$ cat src/rtl/card_stat_pkg.sv
package card_stat_pkg;
  localparam int STAT_W    = 8;
  localparam int BIT_BUSY  = 7;
  localparam int BIT_FULL  = 6;
  localparam int BIT_EMPTY = 5;
  localparam int N_FLAGS   = 3;

  typedef enum logic [0:0] {
    ADDR_TMO  = 1'b0,
    ADDR_STAT = 1'b1
  } reg_addr_e;

  // flag index in set/clear vectors
  localparam int F_BUSY  = 0;
  localparam int F_FULL  = 1;
  localparam int F_EMPTY = 2;
endpackage

$ cat src/rtl/sticky_flag.sv
module sticky_flag (
  input  logic clk_i,
  input  logic rst_ni,
  input  logic set_i,
  input  logic clr_i,
  output logic q_o
);
  always_ff @(posedge clk_i or negedge rst_ni) begin
    if (!rst_ni)    q_o <= 1'b0;
    else if (clr_i) q_o <= 1'b0;
    else if (set_i) q_o <= 1'b1;
  end
endmodule

$ cat src/rtl/tmo_counter.sv
module tmo_counter #(
  parameter int CNT_W    = 16,
  parameter int PRESCALE = 10000
) (
  input  logic             clk_i,
  input  logic             rst_ni,
  input  logic             active_i,
  input  logic             restart_i,
  input  logic [CNT_W-1:0] limit_i,
  input  logic             flag_clr_i,
  output logic             expired_o
);
  localparam int PRE_W = (PRESCALE > 1) ? $clog2(PRESCALE) : 1;
  localparam logic [PRE_W-1:0] PRE_MAX = PRE_W'(PRESCALE - 1);

  logic             active_q;
  logic [PRE_W-1:0] pre_q;
  logic [CNT_W-1:0] cnt_q;
  logic             load;
  logic             tick;

  assign load = active_i && (!active_q || restart_i);
  assign tick = (pre_q == PRE_MAX);

  always_ff @(posedge clk_i or negedge rst_ni) begin
    if (!rst_ni) active_q <= 1'b0;
    else         active_q <= active_i;
  end

  always_ff @(posedge clk_i or negedge rst_ni) begin
    if (!rst_ni) begin
      pre_q <= '0;
      cnt_q <= '0;
    end else if (load) begin
      pre_q <= '0;
      cnt_q <= limit_i;
    end else if (active_i) begin
      if (tick) begin
        pre_q <= '0;
        if (cnt_q != '0) cnt_q <= cnt_q - 1'b1;
      end else begin
        pre_q <= pre_q + 1'b1;
      end
    end else begin
      pre_q <= '0;
    end
  end

  // expiry is seen one edge after the count reaches zero
  always_ff @(posedge clk_i or negedge rst_ni) begin
    if (!rst_ni)                                  expired_o <= 1'b0;
    else if (flag_clr_i)                          expired_o <= 1'b0;
    else if (active_i && !load && cnt_q == '0)    expired_o <= 1'b1;
  end
endmodule

$ cat src/rtl/card_stat_regs.sv
module card_stat_regs
  import card_stat_pkg::*;
#(
  parameter int TMO_W = 16
) (
  input  logic              clk_i,
  input  logic              rst_ni,
  input  logic              we_i,
  input  logic              addr_i,
  input  logic [TMO_W-1:0]  wdata_i,
  input  logic [STAT_W-1:0] status_i,
  output logic [TMO_W-1:0]  limit_o,
  output logic [TMO_W-1:0]  rdata_o
);
  always_ff @(posedge clk_i or negedge rst_ni) begin
    if (!rst_ni)                          limit_o <= '1;
    else if (we_i && addr_i == ADDR_TMO)  limit_o <= wdata_i;
  end

  always_comb begin
    if (addr_i == ADDR_TMO) rdata_o = limit_o;
    else                    rdata_o = {{(TMO_W-STAT_W){1'b0}}, status_i};
  end
endmodule

$ cat src/rtl/card_stat_tmo.sv
module card_stat_tmo
  import card_stat_pkg::*;
#(
  parameter int TMO_W    = 16,
  parameter int PRESCALE = 10000
) (
  input  logic              clk_i,
  input  logic              rst_ni,
  input  logic              cmd_start_i,
  input  logic              seq_done_i,
  input  logic              abort_i,
  input  logic              rx_i,
  input  logic              tx_i,
  input  logic              fifo_full_i,
  input  logic              fifo_empty_i,
  input  logic              rd_cont_i,
  input  logic              data_en_i,
  input  logic              word_xfer_i,
  input  logic              reg_we_i,
  input  logic              reg_addr_i,
  input  logic [TMO_W-1:0]  reg_wdata_i,
  output logic [TMO_W-1:0]  reg_rdata_o,
  output logic [STAT_W-1:0] status_o,
  output logic              dto_o
);
  logic [N_FLAGS-1:0] flag_set, flag_clr, flag_q;
  logic [TMO_W-1:0]   tmo_q;
  logic               busy, data_act;

  assign busy = flag_q[F_BUSY];

  assign flag_set[F_BUSY]  = cmd_start_i;
  assign flag_clr[F_BUSY]  = seq_done_i | abort_i;
  assign flag_set[F_FULL]  = busy & rx_i & fifo_full_i;
  assign flag_clr[F_FULL]  = rd_cont_i | seq_done_i;
  assign flag_set[F_EMPTY] = busy & tx_i & fifo_empty_i;
  assign flag_clr[F_EMPTY] = data_en_i | seq_done_i;

  for (genvar g = 0; g < N_FLAGS; g++) begin : g_flag
    sticky_flag u_flag (
      .clk_i  (clk_i),
      .rst_ni (rst_ni),
      .set_i  (flag_set[g]),
      .clr_i  (flag_clr[g]),
      .q_o    (flag_q[g])
    );
  end

  always_comb begin
    status_o            = '0;
    status_o[BIT_BUSY]  = flag_q[F_BUSY];
    status_o[BIT_FULL]  = flag_q[F_FULL];
    status_o[BIT_EMPTY] = flag_q[F_EMPTY];
  end

  assign data_act = busy & (rx_i | tx_i);

  tmo_counter #(
    .CNT_W    (TMO_W),
    .PRESCALE (PRESCALE)
  ) u_tmo (
    .clk_i      (clk_i),
    .rst_ni     (rst_ni),
    .active_i   (data_act),
    .restart_i  (word_xfer_i),
    .limit_i    (tmo_q),
    .flag_clr_i (cmd_start_i | seq_done_i | abort_i),
    .expired_o  (dto_o)
  );

  card_stat_regs #(.TMO_W(TMO_W)) u_regs (
    .clk_i    (clk_i),
    .rst_ni   (rst_ni),
    .we_i     (reg_we_i),
    .addr_i   (reg_addr_i),
    .wdata_i  (reg_wdata_i),
    .status_i (status_o),
    .limit_o  (tmo_q),
    .rdata_o  (reg_rdata_o)
  );
endmodule

$ cat config.mk
export PLATFORM = sky130hd
export DESIGN_NAME = card_stat_tmo
export DESIGN_NICKNAME = d
export VERILOG_FILES = /design/src/rtl/card_stat_pkg.sv /design/src/rtl/sticky_flag.sv /design/src/rtl/tmo_counter.sv /design/src/rtl/card_stat_regs.sv /design/src/rtl/card_stat_tmo.sv
export SDC_FILE = /design/constraint.sdc
export NUM_CORES = 1
export LEC_CHECK = 0
export ABC_CLOCK_PERIOD_IN_PS = 2800
export BUFFER_PORTS_ARGS = -buffer_cell sky130_fd_sc_hd__buf_2
export CAP_MARGIN = 20
export CORE_MARGIN = 5
export CORE_UTILIZATION = 40
export DETAILED_ROUTE_END_ITERATION = 8
export GPL_ROUTABILITY_DRIVEN = 0
export HOLD_SLACK_MARGIN = 0.12
export SYNTH_ARGS = -nofsm -noshare
export SYNTH_HDL_FRONTEND = slang
export SYNTH_SLANG_ARGS = --single-unit
$ cat constraint.sdc
create_clock -name clk_i -period 2.8 [get_ports clk_i]
set_clock_uncertainty 0.05 [all_clocks]
set_input_delay 0.14 -clock clk_i [delete_from_list [all_inputs] [get_ports clk_i]]
set_output_delay 0.14 -clock clk_i [all_outputs]
set_load 0.05 [all_outputs]
# --- Yosys cells after proc, flatten, opt, wreduce, memory -nomap -nowiden ---
# Index checks and enable logic that the tools add are counted.
word_totals:
  regBits: 51
  inputBits: 30
  output_inout_bits: 25
  elab_cells: 56
classes:
  addsub: 2
  n_eq_ne: 1
  muxes: 16
  n_bitwise: 12
  reduce_logical: 17
ops:
  columns: ["cell", "n"]
  rows:
  - ["$mux W16", 5]
  - ["$mux W14", 3]
  - ["$logic_not A16 Y1", 1]
  - ["$reduce_bool A16 Y1", 1]
  - ["$sub A16 B1 Y16 const B", 1]
  - ["$add A14 B1 Y14 const B", 1]
  - ["$eq A14 B14 Y1 const B", 1]
  - ["$reduce_bool A2 Y1", 7]
  - ["$mux W1", 8]
  - ["$or A1 B1 Y1", 6]
  - ["$and A1 B1 Y1", 5]
  - ["$logic_and A1 B1 Y1", 4]
  - ["$reduce_and A3 Y1", 1]
  - ["$logic_not A1 Y1", 2]
  - ["$logic_or A1 B1 Y1", 1]
  - ["$not A1 Y1", 1]

# --- Longest topological paths before layout ---
logic_depth:
  ltp_word: 8
  ltp_mapped: 8
  ltp_nobuf: 7

# --- Modules after synthesis ---
# A second synthesis with hierarchy kept.
unflattened:
  hier_cells: 285
  area_unflattened_um2: 2926.6
modules_own_cells:
  columns: ["mod", "n_inst", "cells_each", "area_per_inst_um2"]
  rows:
  - ["tmo_counter", 1, 212, 1888.1]
  - ["card_stat_regs", 1, 53, 839.6]
  - ["sticky_flag", 3, 2, 35.0]
  - ["card_stat_tmo", 1, 14, 93.8]

# --- Least setup slack after synthesis ---
# No wires, ideal clock.
synth_timing:
  path_type: "register to register"
  start: "reg u_tmo.cnt_q[0]"
  end: "reg u_tmo.cnt_q[14]"
  arrival_time_ns: 2.200
  required_time_ns: 2.681
  path_slack_ns: 0.481
  stages_incl_launch_ff: 7
  cell_sequence: "dfrtp_1 inv_1 ha_1 or4b_4 or4_4 or4_1 nand3_1"
synth_between:
  elab_chain_cells: 5
synth_lines:
  columns: ["element", "line_no", "rtl"]
  rows:
  - ["from (decl)", "tmo_counter.sv:18", "logic [CNT_W-1:0] cnt_q;"]
  - ["from (signal assigned)", "tmo_counter.sv:36", "cnt_q <= limit_i;"]
  - ["from (signal assigned)", "tmo_counter.sv:40", "if (cnt_q != '0) cnt_q <= cnt_q - 1'b1;"]
  - ["$sub A16 B1 Y16", "tmo_counter.sv:40", null]
  - ["$mux W16", "tmo_counter.sv:40", null]
  - ["$mux W16", "tmo_counter.sv:38", "if (tick) begin"]
  - ["$mux W16", "tmo_counter.sv:37", "end else if (active_i) begin"]
  - ["$mux W16", "tmo_counter.sv:34", "end else if (load) begin"]
# Parallel ways exist; a longest one is shown, timed or not. The select of a mux whose other input is x is not followed.
# A chain may end at the register's enable or synchronous reset.

# --- Final worst setup path ---
layout_timing:
  start: "reg u_tmo.cnt_q[0]"
  end: "reg u_tmo.expired_o"
layout_between:
  elab_chain_cells: 3
layout_lines:
  columns: ["element", "line_no", "rtl"]
  rows:
  - ["$logic_not A16 Y1", "tmo_counter.sv:53", "else if (active_i && !load && cnt_q == '0) expired_o <= 1'b1;"]
  - ["$logic_and A1 B1 Y1", "tmo_counter.sv:53", null]
  - ["$reduce_bool A2 Y1 (no source line)", null, null]
  - ["to (signal assigned)", "tmo_counter.sv:51", "if (!rst_ni) expired_o <= 1'b0;"]
  - ["to (signal assigned)", "tmo_counter.sv:52", "else if (flag_clr_i) expired_o <= 1'b0;"]
  - ["to (signal assigned)", "tmo_counter.sv:53", null]
  - ["to (decl)", "tmo_counter.sv:11", "output logic expired_o"]
# Every way passes these cells.

==> results.yml <==
logic_synthesis:
  synth_edf_count: 0
  synth_ff_type: "dfrtp_1"
  post_synth_num_cell_types: 55
  synth_top_family_by_area: "simple AND/OR/NAND/NOR gates"
  ys_seq_area_share_pct: 47.1
  yosys_warnings: 0
  synth-compound-area-share_pct: 9.68
  syn_inst: 273
  synth-adder-area-share_pct: 0.909
  synth.avg_cell_area_um2: 10.1
  synthArstFlopShare_pct: 100
  synth-simple-area-share_pct: 25.1
  synth-seq-cells: 51
  synth_area_mm2: 0.00275
  synth_xor_area_share_pct: 4.13
  muxShareOfSynthArea_pct: 8.13
run_status:
  outcome: "completed"
layout:
  finalNetCount: 377
  antenna-diode-count: 0
  area_growth_pct: 24.2
  drive_above_1_share_pct: 32.1
worst_setup_path:
  arrival_ns: 2.81
  crit_path_start_kind: "flip-flop"
  worstRegToRegCells: 7
  crit_required_ns: 3.00
  crit_type: "reg -> reg"
  cp-end-kind: "flip-flop"
  cp_max_fo: 5
placed_design:
  dp_hpwl_um: 4490
  post-place-ws_ns: 0.359
  io_buffer_count: 49
global_route:
  first_global_vias: 2336
  globalRouteTotalUtil_pct: 16.0
  antenna_found_initial: 0
  grt_overflow: 0
  grt_max_degree: 46
  grt_pass1_wl_um: 11200
clocking:
  clk_latency_ns: 0.31
  clk_pin_slew_worst_paths_ns: 0.10
  numClockSinks: 51
  cts-resized-gates: 0
  cts_setup_buffers: 0
  htreeDepth: 2
  clockRootBuffer: "clkbuf_8"
  cts.path.max_buffers: 2
  cts_tree: "done"
  cts_made_buffers: 5
worst_hold_path:
  whs_path_depth: 4
  min_path_type: "in -> reg"
power:
  p_leak_nw: 1.50
  combPwrFrac_pct: 23.3
  clockPowerShare_pct: 23.7
  vdd_drop_max_mv: 0.261
  switching_share_pct: 33.5
  p_int_mw: 1.22
  pwr-share-seq_pct: 52.9
  power_density_mw_per_mm2: 538
  switchingPower_uw: 616
detailed_routing:
  via_count: 2335
  routed.top_layer: "met4"
  wl_met3_um: 349
  wirelength_um: 6600
  viasPerCell: 5.48
  drc: 0
  met2_length_um: 3270
  drt-met1-wl_um: 2910
  drtIter0Drc: 134
  avgRoutedWirePerCell_um: 15.5
  final_antenna_net_count: 0
  first_pass_iters: 4
floorplan:
  die_y_um: 93.0
  die_x_um: 93.0
  core_mm2: 0.00676
  ios: 55
  start_util_pct: 40.8
  die-area_mm2: 0.00864
  fp-row-count: 30
sta:
  maxSlewViolCount: 0
  fin_crit_sh_pct: 93.2
  fin_setup_tns_ns: 0
  final-hold-violation-count: 0
  rsz0062_at_grt: "no"
  slew_headroom_pct: 37.4
  setup_violations: 0
  worst_slack_ns: 0.190
  tightest_slew_ns: 0.935
  fin_crit_ns: 2.61
  timing.fmax_mhz: 383
flow_run:
  cap_violations: 0
## kinds of logic (layout without fill, tap and decap cells)
family / after synthesis / count (layout)
simple gates: 122 / 122
flops: 51 / 51
compound gates: 38 / 38
buf+inv: 26 / 95
mux: 20 / 20
xor+xnor: 13 / 13
fa+ha+maj: 2 / 2
other cells: 1 / 5
## worst max-delay path, cell delays in order, from the launching register on
cell	delay (ns)
dfrtp_1	0.42
inv_1	0.07
ha_1	0.19
or4b_4	0.52
nor4_2	0.36
a21oi_1	0.14
nor4_1	0.23
dlygate4sd3_1	0.59
## power groups by stage
stage               Sequential, mW  Clock (mW)  Combinational, mW
CTS                          0.971       0.450              0.428
floorplan                    0.947           0              0.320
detailed placement           0.982           0              0.403
global placement             0.982           0              0.397
finish                       0.974       0.436              0.430
global route                 0.989       0.473              0.473
## layer usage
layer  track usage (%)  vias to the layer above
met5                 0                        -
met4              4.88                        0
met3              2.98                        6
met2              27.5                       74
met1              20.3                     1131
li1                  -                     1124
## timing repair
action | 4_1_cts | 5_1_grt
hold buffers | 27 | 0
hold endpoints to repair | 56 | 0
setup endpoints to repair | 0 | 0
## state kept, by name, summed over array words and instances (netlist names)
name	cells
u_tmo.expired_o	1
u_tmo.cnt_q	16
u_tmo.pre_q	14
g_flag.u_flag.q_o	3
u_tmo.active_q	1
u_regs.limit_o	16
## worst paths after layout
check                                      startpoint                       endpoint  slack [ns]
max in group asynchronous                      rst_ni  u_regs.limit_o[2]$_DFFE_PN1P_        1.86
setup / recovery           u_tmo.cnt_q[0]$_DFFE_PN0P_    u_tmo.expired_o$_DFFE_PN0P_        0.19
min in group asynchronous                      rst_ni       u_tmo.pre_q[4]$_DFF_PN0_        0.26
setup reg to reg           u_tmo.cnt_q[0]$_DFFE_PN0P_    u_tmo.expired_o$_DFFE_PN0P_        0.19
hold reg to reg              u_tmo.pre_q[0]$_DFF_PN0_       u_tmo.pre_q[0]$_DFF_PN0_        0.43
hold / removal                            word_xfer_i    u_tmo.cnt_q[14]$_DFFE_PN0P_        0.24
## metrics by stage
| stage | instances | instance area (µm²) | util, % | total power [mW] | hold slack (ns) |
|---|---|---|---|---|---|
| floorplan | 277 | 2770 | - | 1.27 | -0.206 |
| global placement | 390 | 3040 | 45.0 | 1.38 | 0.255 |
| detailed placement | 390 | 3040 | 45.0 | 1.38 | 0.252 |
| CTS | 425 | 3400 | 50.3 | 1.85 | 0.238 |
| global route | 426 | 3420 | 50.6 | 1.94 | 0.279 |
| finish | 426 | 3420 | 50.6 | 1.84 | 0.244 |
## layout make-up
cell class,instances,area (µm²)
Tap cell,80,100
Clock inverter,3,18.8
Inverter,4,15.0
Clock buffer,5,68.8
Multi-Input combinational cell,200,1340
Fill cell,596,3340
Sequential cell,51,1300
Timing Repair Buffer,83,581
## cells in the final DEF, fill, tap and decap left out, types with 2 or more instances in the layout
cell and instances:
o211ai_1 2, a311oi_1 3, conb_1 5, ha_1 2, o32ai_1 2, or3_1 7
nor2b_1 15, buf_2 49, nor4_1 2, nand4_1 6, a21o_1 2, a31oi_1 4
nor3_1 10, dfrtp_1 35, dfstp_2 16, nor2_1 33, and3_1 11, o31ai_1 2
clkinv_2 2, o22a_1 2, a21oi_1 11, clkbuf_8 5, inv_1 4, xor2_1 6
nand2_1 7, dlygate4sd3_1 27, and3_2 2, nand3_1 11, xnor2_1 7, or4_1 4
nor4_2 2, mux2_2 19, buf_4 6
## cells in the mapped netlist, drive strengths merged, types with 6 or more instances
cell	instances	area, µm²
or3	8	51.3
and3	13	83.8
mux2	19	214
dfstp	16	420
nor3	10	50.1
xor2	6	52.6
nand2	7	26.3
dfrtp	35	876
clkbuf	9	33.8
a21oi	11	55.1
nor2	34	130
nand3	11	55.1
nand4	7	50.1
buf	13	83.8
xnor2	7	61.3
nor2b	15	93.8
Power figures use the tool's default switching activity.
